### config.mk
export PLATFORM = sky130hd
export DESIGN_NAME = mt_timer_array
export DESIGN_NICKNAME = d
export VERILOG_FILES = /design/src/rtl/mt_pkg.sv /design/src/rtl/mt_prescaler.sv /design/src/rtl/mt_channel.sv /design/src/rtl/mt_timer_array.sv
export SDC_FILE = /design/constraint.sdc
export NUM_CORES = 1
export LEC_CHECK = 0
export BUFFER_PORTS_ARGS = -buffer_cell sky130_fd_sc_hd__buf_2
export CAP_MARGIN = 20
export CORE_MARGIN = 5
export CORE_UTILIZATION = 25
export CTS_BUF_LIST = sky130_fd_sc_hd__clkbuf_8 sky130_fd_sc_hd__clkbuf_16
export CTS_CLUSTER_DIAMETER = 30
export DETAILED_ROUTE_END_ITERATION = 10
export PLACE_DENSITY = 0.45
export SYNTH_ARGS = -nofsm -noshare
export SYNTH_HDL_FRONTEND = slang
export SYNTH_SLANG_ARGS = --single-unit
### constraint.sdc
create_clock -name clk_i -period 4.96 [get_ports clk_i]
set_input_delay 0.248 -clock clk_i [delete_from_list [all_inputs] [get_ports clk_i]]
set_output_delay 0.248 -clock clk_i [all_outputs]
set_load 0.02 [all_outputs]
### src/rtl/mt_pkg.sv
package mt_pkg;
  localparam int DIV_BASE_LOG2 = 3;   // smallest ratio: 8
  localparam int DIV_STEP_LOG2 = 2;   // each select step: x4
  localparam int REG_CTL = 0;
  localparam int REG_CNT = 1;
  localparam int REG_CMP = 2;

  function automatic int reg_off(input bit wide, input int idx);
    return wide ? (idx << 2) : (idx << 1);
  endfunction
endpackage

### src/rtl/mt_prescaler.sv
module mt_prescaler #(
  parameter int NUM_TAPS = 4,
  localparam int PW = mt_pkg::DIV_BASE_LOG2 + mt_pkg::DIV_STEP_LOG2 * (NUM_TAPS - 1)
) (
  input  logic                clk_i,
  input  logic                rst_ni,
  output logic [NUM_TAPS-1:0] tick_o
);
  logic [PW-1:0] pre_q;

  always_ff @(posedge clk_i or negedge rst_ni) begin
    if (!rst_ni) pre_q <= '0;
    else         pre_q <= pre_q + 1'b1;
  end

  for (genvar k = 0; k < NUM_TAPS; k++) begin : g_tap
    localparam int LB = mt_pkg::DIV_BASE_LOG2 + mt_pkg::DIV_STEP_LOG2 * k;
    assign tick_o[k] = &pre_q[LB-1:0];
  end
endmodule

### src/rtl/mt_channel.sv
module mt_channel #(
  parameter bit WIDE     = 1'b0,
  parameter int NUM_TAPS = 4,
  localparam int CW = WIDE ? 32 : 16
) (
  input  logic                clk_i,
  input  logic                rst_ni,
  input  logic                run_i,
  input  logic [NUM_TAPS-1:0] ticks_i,
  input  logic                ctl_we_i,
  input  logic                cnt_we_i,
  input  logic                cmp_we_i,
  input  logic [CW-1:0]       wdata_i,
  output logic [15:0]         ctl_o,
  output logic [31:0]         cnt_o,
  output logic [31:0]         cmp_o,
  output logic                irq_o
);
  localparam int          SEL_W    = $clog2(NUM_TAPS);
  localparam int          MF_BIT   = WIDE ? 15 : 7;
  localparam int          WF_BIT   = 14;
  localparam int          IE_BIT   = WIDE ? 5 : 6;
  localparam logic [15:0] CFG_MASK = WIDE ? 16'h3FFF : 16'h007F;

  logic [CW-1:0] cnt_q, cmp_q;
  logic [15:0]   cfg_q;
  logic          mflag_q, wflag;
  logic          tick, hit, at_cmp, match_set;

  assign tick      = ticks_i[cfg_q[SEL_W-1:0]];
  assign hit       = run_i & tick;
  assign at_cmp    = (cnt_q == cmp_q);
  assign match_set = hit & at_cmp & ~cnt_we_i;

  always_ff @(posedge clk_i or negedge rst_ni) begin
    if (!rst_ni)       cnt_q <= '0;
    else if (cnt_we_i) cnt_q <= wdata_i;
    else if (hit)      cnt_q <= at_cmp ? '0 : cnt_q + 1'b1;
  end

  always_ff @(posedge clk_i or negedge rst_ni) begin
    if (!rst_ni)       cmp_q <= '1;
    else if (cmp_we_i) cmp_q <= wdata_i;
  end

  always_ff @(posedge clk_i or negedge rst_ni) begin
    if (!rst_ni)       cfg_q <= '0;
    else if (ctl_we_i) cfg_q <= wdata_i[15:0] & CFG_MASK;
  end

  // set beats clear
  always_ff @(posedge clk_i or negedge rst_ni) begin
    if (!rst_ni) mflag_q <= 1'b0;
    else         mflag_q <= match_set | (mflag_q & ~(ctl_we_i & ~wdata_i[MF_BIT]));
  end

  if (WIDE) begin : g_wrap
    logic wflag_q, wrap_set;
    assign wrap_set = hit & ~at_cmp & (&cnt_q) & ~cnt_we_i;
    always_ff @(posedge clk_i or negedge rst_ni) begin
      if (!rst_ni) wflag_q <= 1'b0;
      else         wflag_q <= wrap_set | (wflag_q & ~(ctl_we_i & ~wdata_i[WF_BIT]));
    end
    assign wflag = wflag_q;
  end else begin : g_nowrap
    assign wflag = 1'b0;
  end

  assign ctl_o = cfg_q | (16'(mflag_q) << MF_BIT) | (16'(wflag) << WF_BIT);
  assign cnt_o = 32'(cnt_q);
  assign cmp_o = 32'(cmp_q);
  assign irq_o = mflag_q & cfg_q[IE_BIT];
endmodule

### src/rtl/mt_timer_array.sv
module mt_timer_array #(
  parameter int               NUM_CH     = 2,
  parameter logic [NUM_CH-1:0] WIDE_MASK = 2'b10,
  parameter int               ADDR_W     = 8,
  parameter int               START_ADDR = 'h00,
  parameter int               CH_BASE    = 'h10,
  parameter int               CH_SPAN    = 'h10,
  parameter int               NUM_TAPS   = 4
) (
  input  logic              clk_i,
  input  logic              rst_ni,
  input  logic              valid_i,
  input  logic              write_i,
  input  logic [ADDR_W-1:0] addr_i,
  input  logic [31:0]       wdata_i,
  output logic [31:0]       rdata_o,
  output logic [NUM_CH-1:0] irq_o
);
  logic [NUM_TAPS-1:0]          ticks;
  logic [NUM_CH-1:0]            run_q;
  logic                         sel_start;
  logic [NUM_CH-1:0]            sel_ctl, sel_cnt, sel_cmp;
  logic [NUM_CH-1:0]            ch_ctl_we, ch_cnt_we, ch_cmp_we;
  logic [NUM_CH-1:0][15:0]      ch_ctl;
  logic [NUM_CH-1:0][31:0]      ch_cnt, ch_cmp;
  logic [31:0]                  rd_mux, rdata_q;

  mt_prescaler #(.NUM_TAPS(NUM_TAPS)) u_prescaler (
    .clk_i  (clk_i),
    .rst_ni (rst_ni),
    .tick_o (ticks)
  );

  assign sel_start = valid_i && (addr_i == ADDR_W'(START_ADDR));

  always_ff @(posedge clk_i or negedge rst_ni) begin
    if (!rst_ni)                  run_q <= '0;
    else if (sel_start && write_i) run_q <= wdata_i[NUM_CH-1:0];
  end

  for (genvar i = 0; i < NUM_CH; i++) begin : g_ch
    localparam bit W    = WIDE_MASK[i];
    localparam int CWI  = W ? 32 : 16;
    localparam int BASE = CH_BASE + i * CH_SPAN;

    assign sel_ctl[i] = valid_i && (addr_i == ADDR_W'(BASE + mt_pkg::reg_off(W, mt_pkg::REG_CTL)));
    assign sel_cnt[i] = valid_i && (addr_i == ADDR_W'(BASE + mt_pkg::reg_off(W, mt_pkg::REG_CNT)));
    assign sel_cmp[i] = valid_i && (addr_i == ADDR_W'(BASE + mt_pkg::reg_off(W, mt_pkg::REG_CMP)));

    assign ch_ctl_we[i] = sel_ctl[i] & write_i;
    assign ch_cnt_we[i] = sel_cnt[i] & write_i;
    assign ch_cmp_we[i] = sel_cmp[i] & write_i;

    mt_channel #(.WIDE(W), .NUM_TAPS(NUM_TAPS)) u_channel (
      .clk_i    (clk_i),
      .rst_ni   (rst_ni),
      .run_i    (run_q[i]),
      .ticks_i  (ticks),
      .ctl_we_i (ch_ctl_we[i]),
      .cnt_we_i (ch_cnt_we[i]),
      .cmp_we_i (ch_cmp_we[i]),
      .wdata_i  (wdata_i[CWI-1:0]),
      .ctl_o    (ch_ctl[i]),
      .cnt_o    (ch_cnt[i]),
      .cmp_o    (ch_cmp[i]),
      .irq_o    (irq_o[i])
    );
  end

  always_comb begin
    rd_mux = sel_start ? 32'(run_q) : '0;
    for (int i = 0; i < NUM_CH; i++) begin
      if (sel_ctl[i]) rd_mux |= 32'(ch_ctl[i]);
      if (sel_cnt[i]) rd_mux |= ch_cnt[i];
      if (sel_cmp[i]) rd_mux |= ch_cmp[i];
    end
  end

  always_ff @(posedge clk_i or negedge rst_ni) begin
    if (!rst_ni) rdata_q <= '0;
    else         rdata_q <= (valid_i && !write_i) ? rd_mux : '0;
  end

  assign rdata_o = rdata_q;
endmodule

==> reports/qor.json, run 1 <==
{
  "status": {
    "run_status": "complete, but fails checks",
    "violations": "hold timing"
  },
  "drt": {
    "drtIter0Drc": 409,
    "routed_via_density": 5.08,
    "antenna_left": 0,
    "detailedRoute.firstPassIterationCount": 5,
    "routed-via-count": 6943,
    "post_drt_wl_per_cell_um": 20.2,
    "drt-total-wl_um": 27600,
    "number_of_remaining_drc_errors": 0
  },
  "global_routing": {
    "grt_antenna_before_repair": 1,
    "grt_overflow_total": 0,
    "largest_net_degree_at_the_start_of_global_routing": 164,
    "number_of_global_route_vias_before_repair": 6826,
    "global_route_wire_length_before_repair_um": 43400,
    "track_usage": 0.142
  },
  "place": {
    "port_buffers": 77,
    "detailedPlace.worstSlack_ps": 2050,
    "detailedPlacementHpwl_um": 18900,
    "routabilityCongestion": 0.810
  },
  "worst_setup_path": {
    "cp_slowest_stage_delay_ps": 600,
    "critical-path-slowest-cell": "nor4_4",
    "crit_arrival_ps": 3180,
    "critical_path_class": "flop to flop",
    "path_max_fanout": 18,
    "timing.critical_path.buf_inv": 1,
    "cp_cell_sequence": "xnor2_1, nand4_1, nor4_4, nand2_1, buf_4, a31oi_1, a31oi_1",
    "cpLargestDelayFamily": "simple AND/OR/NAND/NOR gates",
    "crit_path_start_kind": "flop",
    "cp.required_ps": 5230,
    "crit_path_end_kind": "flop",
    "timing.critical_path.mode_cell": "a31oi_1"
  },
  "logic_synthesis": {
    "ys_seq_elements": 163,
    "synth.yosys.seq_area_share": 0.473,
    "async_reset_ff_frac": 1.00,
    "synthTopCellsByArea": "dfrtp_1 (33%), dfstp_2 (14%), mux2_1 (6.4%)",
    "yosysWarningCount": 0,
    "netlist_area_um2": 8760,
    "syn-num-nets": 909,
    "syn_inst": 859,
    "syn_avg_cell_area_um2": 10.2,
    "ys.flop_type": "dfrtp_1",
    "synth_largest_type_area_fraction": 0.329,
    "yosysUniqueCellTypes": 66,
    "number_of_flops_mapped_to_enable_cells_by_yosys": 0,
    "post-synth-top-area-cell": "dfrtp_1"
  },
  "clock_network": {
    "clk-insertion-delay-late_ps": 430,
    "post_cts.resized_instances": 0,
    "inserted_clock_buffers": 17,
    "tritoncts_clock_tree": "built",
    "post_cts.repair.setup_buffers": 0,
    "cts-hold-fix-buffers": 0,
    "h_tree_depth": 4,
    "max-clock-path-buffers": 2,
    "clock-root-buffer": "clkbuf_16",
    "cts.clk_slew.worst_paths_ps": 70,
    "total_number_of_clock_tree_sinks": 163
  },
  "power": {
    "vdd.ir_drop.worst_mv": 0.211,
    "seq_power_share": 0.471,
    "power_leakage_nw": 4.07,
    "power.combinational.fraction": 0.089,
    "internal_power_w": 0.00228,
    "switchingPower_w": 0.000786,
    "cellPowerDensity_nw_per_um2": 303,
    "p_clk_frac": 0.440,
    "netSwitchingFraction": 0.257
  },
  "floorplan": {
    "die_x_um": 197,
    "initial_utilization": 0.253,
    "io-pin-count": 78,
    "row_count": 68,
    "design.die.area_um2": 38900,
    "fp.dieH_um": 197,
    "core_area_um2": 34500
  },
  "worst_hold_path": {
    "worst_hold_path_type": "primary input to async pin"
  },
  "final_layout": {
    "layout-drive-gt1-share": 0.231,
    "seq_area_um2": 4140,
    "fillerInstances": 3727,
    "syn_to_final_growth_pct": 15.4,
    "multi_input_area_um2": 4270,
    "antennaDiodeCount": 0,
    "nNetsFinal": 948
  },
  "timing": {
    "layout_min_cycle_time_ps": 2910,
    "final-setup-viol-count": 0,
    "timing.fmax_ghz": 0.343,
    "fin_hold_ws_ps": -41.5,
    "tightest_slew_ps": 1120,
    "setup_tns_ps": 0,
    "layout_setup_ws_ps": 2050,
    "grt_setup_unrepaired": "false",
    "portion_of_the_clock_cycle_consumed_by_the_worst_path_in_the_final_layout": 0.587,
    "slew-limit-headroom": 0.249,
    "timing.final.hold_violations": 38,
    "timing_max_transition_violations_final": 0,
    "fin_worst_skew_ps": 15.2
  },
  "run": {
    "max_cap_viol_count": 0
  }
}
-- synthesized netlist by cell type, types with 3 or more instances --
cell	number
nand4b_1	4
and4b_1	3
a222oi_1	10
mux2_1	50
and2_1	7
o21ai_1	21
buf_4	6
nand3b_1	7
a22oi_1	59
a21oi_1	46
nor3_4	3
nor3_1	19
a31oi_1	30
nand2_1	57
buf_2	18
o21ai_0	15
dfstp_2	48
xnor2_1	51
a41oi_1	3
nor2b_1	5
o211ai_1	3
dfrtp_1	115
o311ai_1	3
mux2_2	21
nand2b_1	5
clkbuf_1	46
a32oi_1	4
nor3_2	3
and3_1	15
inv_1	7
and4_1	3
nand3_1	35
ha_1	6
nor4_4	3
nor4_1	5
nor2_1	66
nand4_1	21
-- state kept, by name, indices dropped and copies added (netlist names) --
name,count
g_ch.u_channel.cfg_q,21
g_ch.u_channel.cmp_q,16
u_prescaler.pre_q,9
g_ch.u_channel.g_wrap.wflag_q,1
g_ch.u_channel.cnt_q,16
g_ch.u_channel.cnt_o,32
g_ch.u_channel.mflag_q,2
g_ch.u_channel.cmp_o,32
rdata_o,32
run_q,2
-- through the flow --
stage | hold WS (ps) | util | cells | total power, W | area (µm²)
after floorplan | -47.6 | - | 859 | 0.00162 | 8760
after global placement | 445 | 0.275 | 1334 | 0.00174 | 9520
after detailed placement | 449 | 0.275 | 1334 | 0.00174 | 9520
after CTS | 18.8 | 0.293 | 1366 | 0.00311 | 10100
after global routing | 42.3 | 0.293 | 1366 | 0.00320 | 10100
final | -41.5 | 0.293 | 1366 | 0.00306 | 10100
-- logic make-up (layout without fill, tap and decap cells) --
logic type      after synthesis  after routing  synth area share
compound gates              209            209             0.158
simple gates                279            279             0.177
fa+ha+maj                     6              6           0.00857
buf+inv                      78            130            0.0394
mux                          72             72            0.0925
flops                       163            163             0.473
xor+xnor                     52             52            0.0520
-- cells in the final DEF, fill, tap and decap left out, types with 15 or more instances in the layout --
cell and n:
nand3_1 35, nor3_1 19, clkbuf_16 17, mux2_2 21, a21oi_1 46, a31oi_1 30
and3_1 15, nand4_1 21, buf_2 76, dfstp_2 48, mux2_1 50, nand2_1 57
o21ai_1 21, nor2_1 66, xnor2_1 51, dfrtp_1 115, a22oi_1 59, o21ai_0 15
-- power groups by stage --
stage               Sequential (W)  Clock [W]  Combinational (W)
floorplan                  0.00143          0           0.000183
global placement           0.00146          0           0.000274
detailed placement         0.00146          0           0.000274
CTS                        0.00144    0.00139           0.000276
global route               0.00145    0.00144           0.000307
finish                     0.00144    0.00135           0.000272
-- cell type report --
type                       count  area share
clock buffer                  17      0.0421
clock inverter                15      0.0166
multi-input combinational    618       0.423
timing repair buffer          91      0.0504
inverter                       7     0.00260
sequential                   163       0.409
tap                          455      0.0563
-- metal layers --
metal	part of all wire	track usage	wire length, µm
met2	0.46	0.217	12700
met5	0.00047	0	13
met3	0.035	0.0205	966
met4	0.014	0.0349	393
met1	0.49	0.212	13500
-- worst register-to-register path: cells and delay by family, from the launching register on --
family,cells,cell delay [ps]
DFF,1,490
buffers and inverters,1,380
AOI/OAI and AO/OA,2,310
and+or+nand+nor,3,1290
xor gates and xnor gates,1,320
-- worst paths after layout --
path,start,end,slack [ps],cells after the start
max,g_ch[1].u_channel.cnt_o[8]$_DFFE_PN0P_,g_ch[1].u_channel.cnt_o[12]$_DFFE_PN0P_,2050,7
min,rst_ni,rdata_o[20]$_DFF_PN0_,-40,2
max reg2reg,g_ch[1].u_channel.cnt_o[8]$_DFFE_PN0P_,g_ch[1].u_channel.cnt_o[12]$_DFFE_PN0P_,2050,7
min reg2reg,u_prescaler.pre_q[0]$_DFF_PN0_,u_prescaler.pre_q[0]$_DFF_PN0_,450,1
max in group asynchronous,rst_ni,g_ch[0].u_channel.cnt_q[1]$_DFFE_PN0P_,4290,2
min in group clk_i,wdata_i[26],g_ch[1].u_channel.cmp_o[26]$_DFFE_PN1P_,60,2
Note: power is estimated with default switching activity, not from simulation.
==> inputs of run 2 (changes only) <==
==> constraint.sdc (replaced) <==
create_clock -name clk_i -period 3 [get_ports clk_i]
set_input_delay 0.15 -clock clk_i [delete_from_list [all_inputs] [get_ports clk_i]]
set_output_delay 0.15 -clock clk_i [all_outputs]
set_load 0.02 [all_outputs]
==> run 2 against run 1 <==
Net effect:
- the run now ends clean
- sequential cell count unchanged
- first-iteration DRC count is 20% higher
- combinational power grew 74%
- setup slack worse by 1600 ps
- highest routed layer is now met4
- die area did not move
- final cell count is 2.3% higher
- non-clock buffer count increased by 31
==> reports/qor.json, run 2 (synthesized netlist as in run 1, its figures left out) <==
{
  "status": {
    "run_status": "finished clean"
  },
  "power": {
    "power.combinational.fraction": {"value": 0.093, "change": "+0.004"},
    "vdd.ir_drop.worst": {"value": 0.362, "unit": "mV", "change": "+72%"},
    "internal_power": {"value": 0.00379, "unit": "W", "change": "+67%"},
    "seq_power_share": {"value": 0.467, "change": "-0.004"},
    "netSwitchingFraction": {"value": 0.257, "change": "about the same"},
    "cellPowerDensity": {"value": 492, "unit": "nW/µm²", "change": "+62%"},
    "p_clk_frac": {"value": 0.440, "change": "about the same"},
    "power_leakage": {"value": 4.23, "unit": "nW", "change": "+3.8%"},
    "switchingPower": {"value": 0.00131, "unit": "W", "change": "+67%"},
    "total_power": {"value": 0.00510, "unit": "W", "change": "+67%"}
  },
  "timing": {
    "portion_of_the_clock_cycle_consumed_by_the_worst_path_in_the_final_layout": {"value": 0.862, "change": "+0.275"},
    "grt_setup_unrepaired": "false",
    "timing.fmax": {"value": 0.387, "unit": "GHz", "change": "+13%"},
    "final-setup-viol-count": {"value": 0, "change": "unchanged"},
    "timing_max_transition_violations_final": {"value": 0, "change": "unchanged"},
    "setup_tns": {"value": 0, "unit": "ps", "change": "unchanged"},
    "layout_min_cycle_time": {"value": 2590, "unit": "ps", "change": "-325 ps"},
    "tightest_slew": {"value": 829, "unit": "ps", "change": "-289 ps"},
    "timing.final.hold_violations": {"value": 0, "change": "-100%"},
    "slew-limit-headroom": {"value": 0.446, "change": "+0.197"},
    "fin_hold_ws": {"value": 15.0, "unit": "ps", "change": "+56.5 ps"},
    "fin_worst_skew": {"value": 13.6, "unit": "ps", "change": "-1.66 ps"}
  },
  "final_layout": {
    "nNetsFinal": {"value": 979, "change": "+3.3%"},
    "fillerInstances": {"value": 3697, "change": "-0.80%"},
    "layout_common_cells": "dfrtp_1 (115), buf_2 (76), nor2_1 (66)",
    "layout-drive-gt1-share": {"value": 0.237, "change": "+0.00621"},
    "syn_to_final_growth_pct": 18.5,
    "core_utilization_of_the_finished_layout": {"value": 0.300, "change": "+0.00782"},
    "leading_cell_type_in_the_layout_fill_and_taps_excluded": "dfrtp_1",
    "antennaDiodeCount": {"value": 0, "change": "unchanged"},
    "final_area": {"value": 10400, "unit": "µm²", "change": "+2.7%"}
  },
  "worst_hold_path": {
    "worst_hold_path_type": "primary input to flop"
  },
  "worst_setup_path": {
    "path_max_fanout": {"value": 9, "change": "-9"},
    "cp.required": {"value": 3310, "unit": "ps", "change": "-1920 ps"},
    "r2r_setup_slack": {"value": 410, "unit": "ps", "change": "-1630 ps"},
    "crit_arrival": {"value": 2900, "unit": "ps", "change": "-280 ps"},
    "crit_path_start_kind": "flop",
    "cp_slowest_stage_delay": {"value": 550, "unit": "ps", "change": "-50 ps"},
    "cp_cell_sequence": "xnor2_1, nand4_1, nor4_4, a21oi_2, buf_4, a211oi_1, nor3_2",
    "critical-path-slowest-cell": "nor4_4",
    "critical_path_class": "flop to flop",
    "crit_path_end_kind": "flop"
  },
  "place": {
    "routabilityCongestion": {"value": 0.834, "change": "+2.9%"},
    "port_buffers": {"value": 77, "change": "unchanged"},
    "cell_area_reported_after_detailed_placement": {"value": 9630, "unit": "µm²", "change": "+1.2%"},
    "detailedPlacementHpwl": {"value": 19500, "unit": "µm", "change": "+2.8%"}
  },
  "run": {
    "max_cap_viol_count": {"value": 0, "change": "unchanged"}
  },
  "clock_network": {
    "h_tree_depth": {"value": 4, "change": "unchanged"},
    "cts.clk_slew.worst_paths": {"value": 70, "unit": "ps", "change": "about the same"},
    "max-clock-path-buffers": {"value": 2, "change": "unchanged"},
    "clk-insertion-delay-late": {"value": 440, "unit": "ps", "change": "about the same"},
    "inserted_clock_buffers": {"value": 17, "change": "unchanged"},
    "total_number_of_clock_tree_sinks": {"value": 163, "change": "unchanged"},
    "clock-root-buffer": "clkbuf_16",
    "tritoncts_clock_tree": "built",
    "post_cts.resized_instances": {"value": 0, "change": "unchanged"}
  },
  "global_routing": {
    "largest_net_degree_at_the_start_of_global_routing": {"value": 62, "change": "-62%"},
    "global_route_wire_length_before_repair": {"value": 44100, "unit": "µm", "change": "+1.6%"},
    "grt_overflow_total": {"value": 0, "change": "unchanged"},
    "grt_antenna_before_repair": {"value": 0, "change": "-1"},
    "track_usage": {"value": 0.145, "change": "+0.00255"},
    "number_of_global_route_vias_before_repair": {"value": 7207, "change": "+5.6%"}
  },
  "floorplan": {
    "row_count": {"value": 68, "change": "unchanged"},
    "initial_utilization": {"value": 0.253, "change": "unchanged"},
    "core_area": {"value": 34500, "unit": "µm²", "change": "unchanged"},
    "die_x": {"value": 197, "unit": "µm", "change": "unchanged"},
    "io-pin-count": {"value": 78, "change": "unchanged"},
    "design.die.area": {"value": 38900, "unit": "µm²", "change": "unchanged"},
    "fp.dieH": {"value": 197, "unit": "µm", "change": "unchanged"}
  },
  "drt": {
    "number_of_remaining_drc_errors": {"value": 0, "change": "unchanged"},
    "routed-via-count": {"value": 7013, "change": "+1.0%"},
    "drtIter0Drc": {"value": 491, "change": "+20%"},
    "drt-total-wl": {"value": 28000, "unit": "µm", "change": "+1.3%"},
    "routed_via_density": {"value": 5.02, "change": "-1.2%"},
    "detailedRoute.firstPassIterationCount": {"value": 6, "change": "+1"},
    "antenna_left": {"value": 0, "change": "unchanged"},
    "post_drt_wl_per_cell": {"value": 20.0, "unit": "µm", "change": "-0.92%"}
  }
}
run 2: cell types whose count changed in the layout (fill, tap and decap cells not counted):
cell | previous run | this run
clkinvlp_4 | 4 | 2
clkbuf_8 | 0 | 1
inv_1 | 10 | 12
buf_4 | 13 | 28
dlygate4sd3_1 | 0 | 16
inv_6 | 1 | 0
run 2: path summary, 6_finish.rpt:
path | from | endpoint | cells past startpoint
worst max-delay path | g_ch[1].u_channel.cnt_o[19]$_DFFE_PN0P_ | g_ch[1].u_channel.cnt_o[25]$_DFFE_PN0P_ | 7
worst min-delay path | wdata_i[28] | g_ch[1].u_channel.cmp_o[28]$_DFFE_PN1P_ | 2
worst max register to register | g_ch[1].u_channel.cnt_o[19]$_DFFE_PN0P_ | g_ch[1].u_channel.cnt_o[25]$_DFFE_PN0P_ | 7
worst min register to register | u_prescaler.pre_q[0]$_DFF_PN0_ | u_prescaler.pre_q[0]$_DFF_PN0_ | 1
max in group asynchronous | rst_ni | g_ch[0].u_channel.cmp_q[3]$_DFFE_PN1P_ | 3
min in group asynchronous | rst_ni | rdata_o[20]$_DFF_PN0_ | 2
run 2: final cells by class:
cell class                 instances  area (µm²)  area share
inverter                           7        26.3     0.00253
tap                              455         569      0.0549
sequential                       163        4140       0.399
multi-input combinational        618        4270       0.412
clock buffer                      18         439      0.0423
timing repair buffer             122         782      0.0753
clock inverter                    14         151      0.0146
run 2: per-stage QoR:
step / std cells / setup slack (ps)
after floorplan: 859 / 847
after global placement: 1349 / 461
after detailed placement: 1349 / 483
after CTS: 1397 / 461
after global routing: 1397 / 196
final: 1397 / 413
run 2: metal layers:
metal / wire [µm] / up-vias / GRT usage / share of wire
met2: 13300 / 134 / 0.233 / 0.48
li1: - / 3320 / - / -
met3: 868 / 21 / 0.0223 / 0.031
met4: 297 / 0 / 0.0308 / 0.011
met1: 13500 / 3538 / 0.207 / 0.48
met5: 0 / - / 0 / 0
run 2: timing repair:
item / CTS / global route
hold buffers: 16 / 0
hold endpoints to repair: 70 / 0
setup buffers: 0 / 0
run 2: critical path: cells and delay by family, from the launching register on:
kind                      cells  cell delay (ps)
AOI/OAI and AO/OA             2              430
xor gates and xnor gates      1              430
buffers and inverters         1              220
DFF                           1              450
and+or+nand+nor               3              930
run 2: power by group through the flow:
stage	registers (W)	clock network, W	logic, W
5_1_grt	0.00240	0.00238	0.000538
3_3_place_gp	0.00242	0	0.000458
3_5_place_dp	0.00242	0	0.000460
2_1_floorplan	0.00237	0	0.000302
4_1_cts	0.00238	0.00230	0.000480
6_report	0.00238	0.00225	0.000474
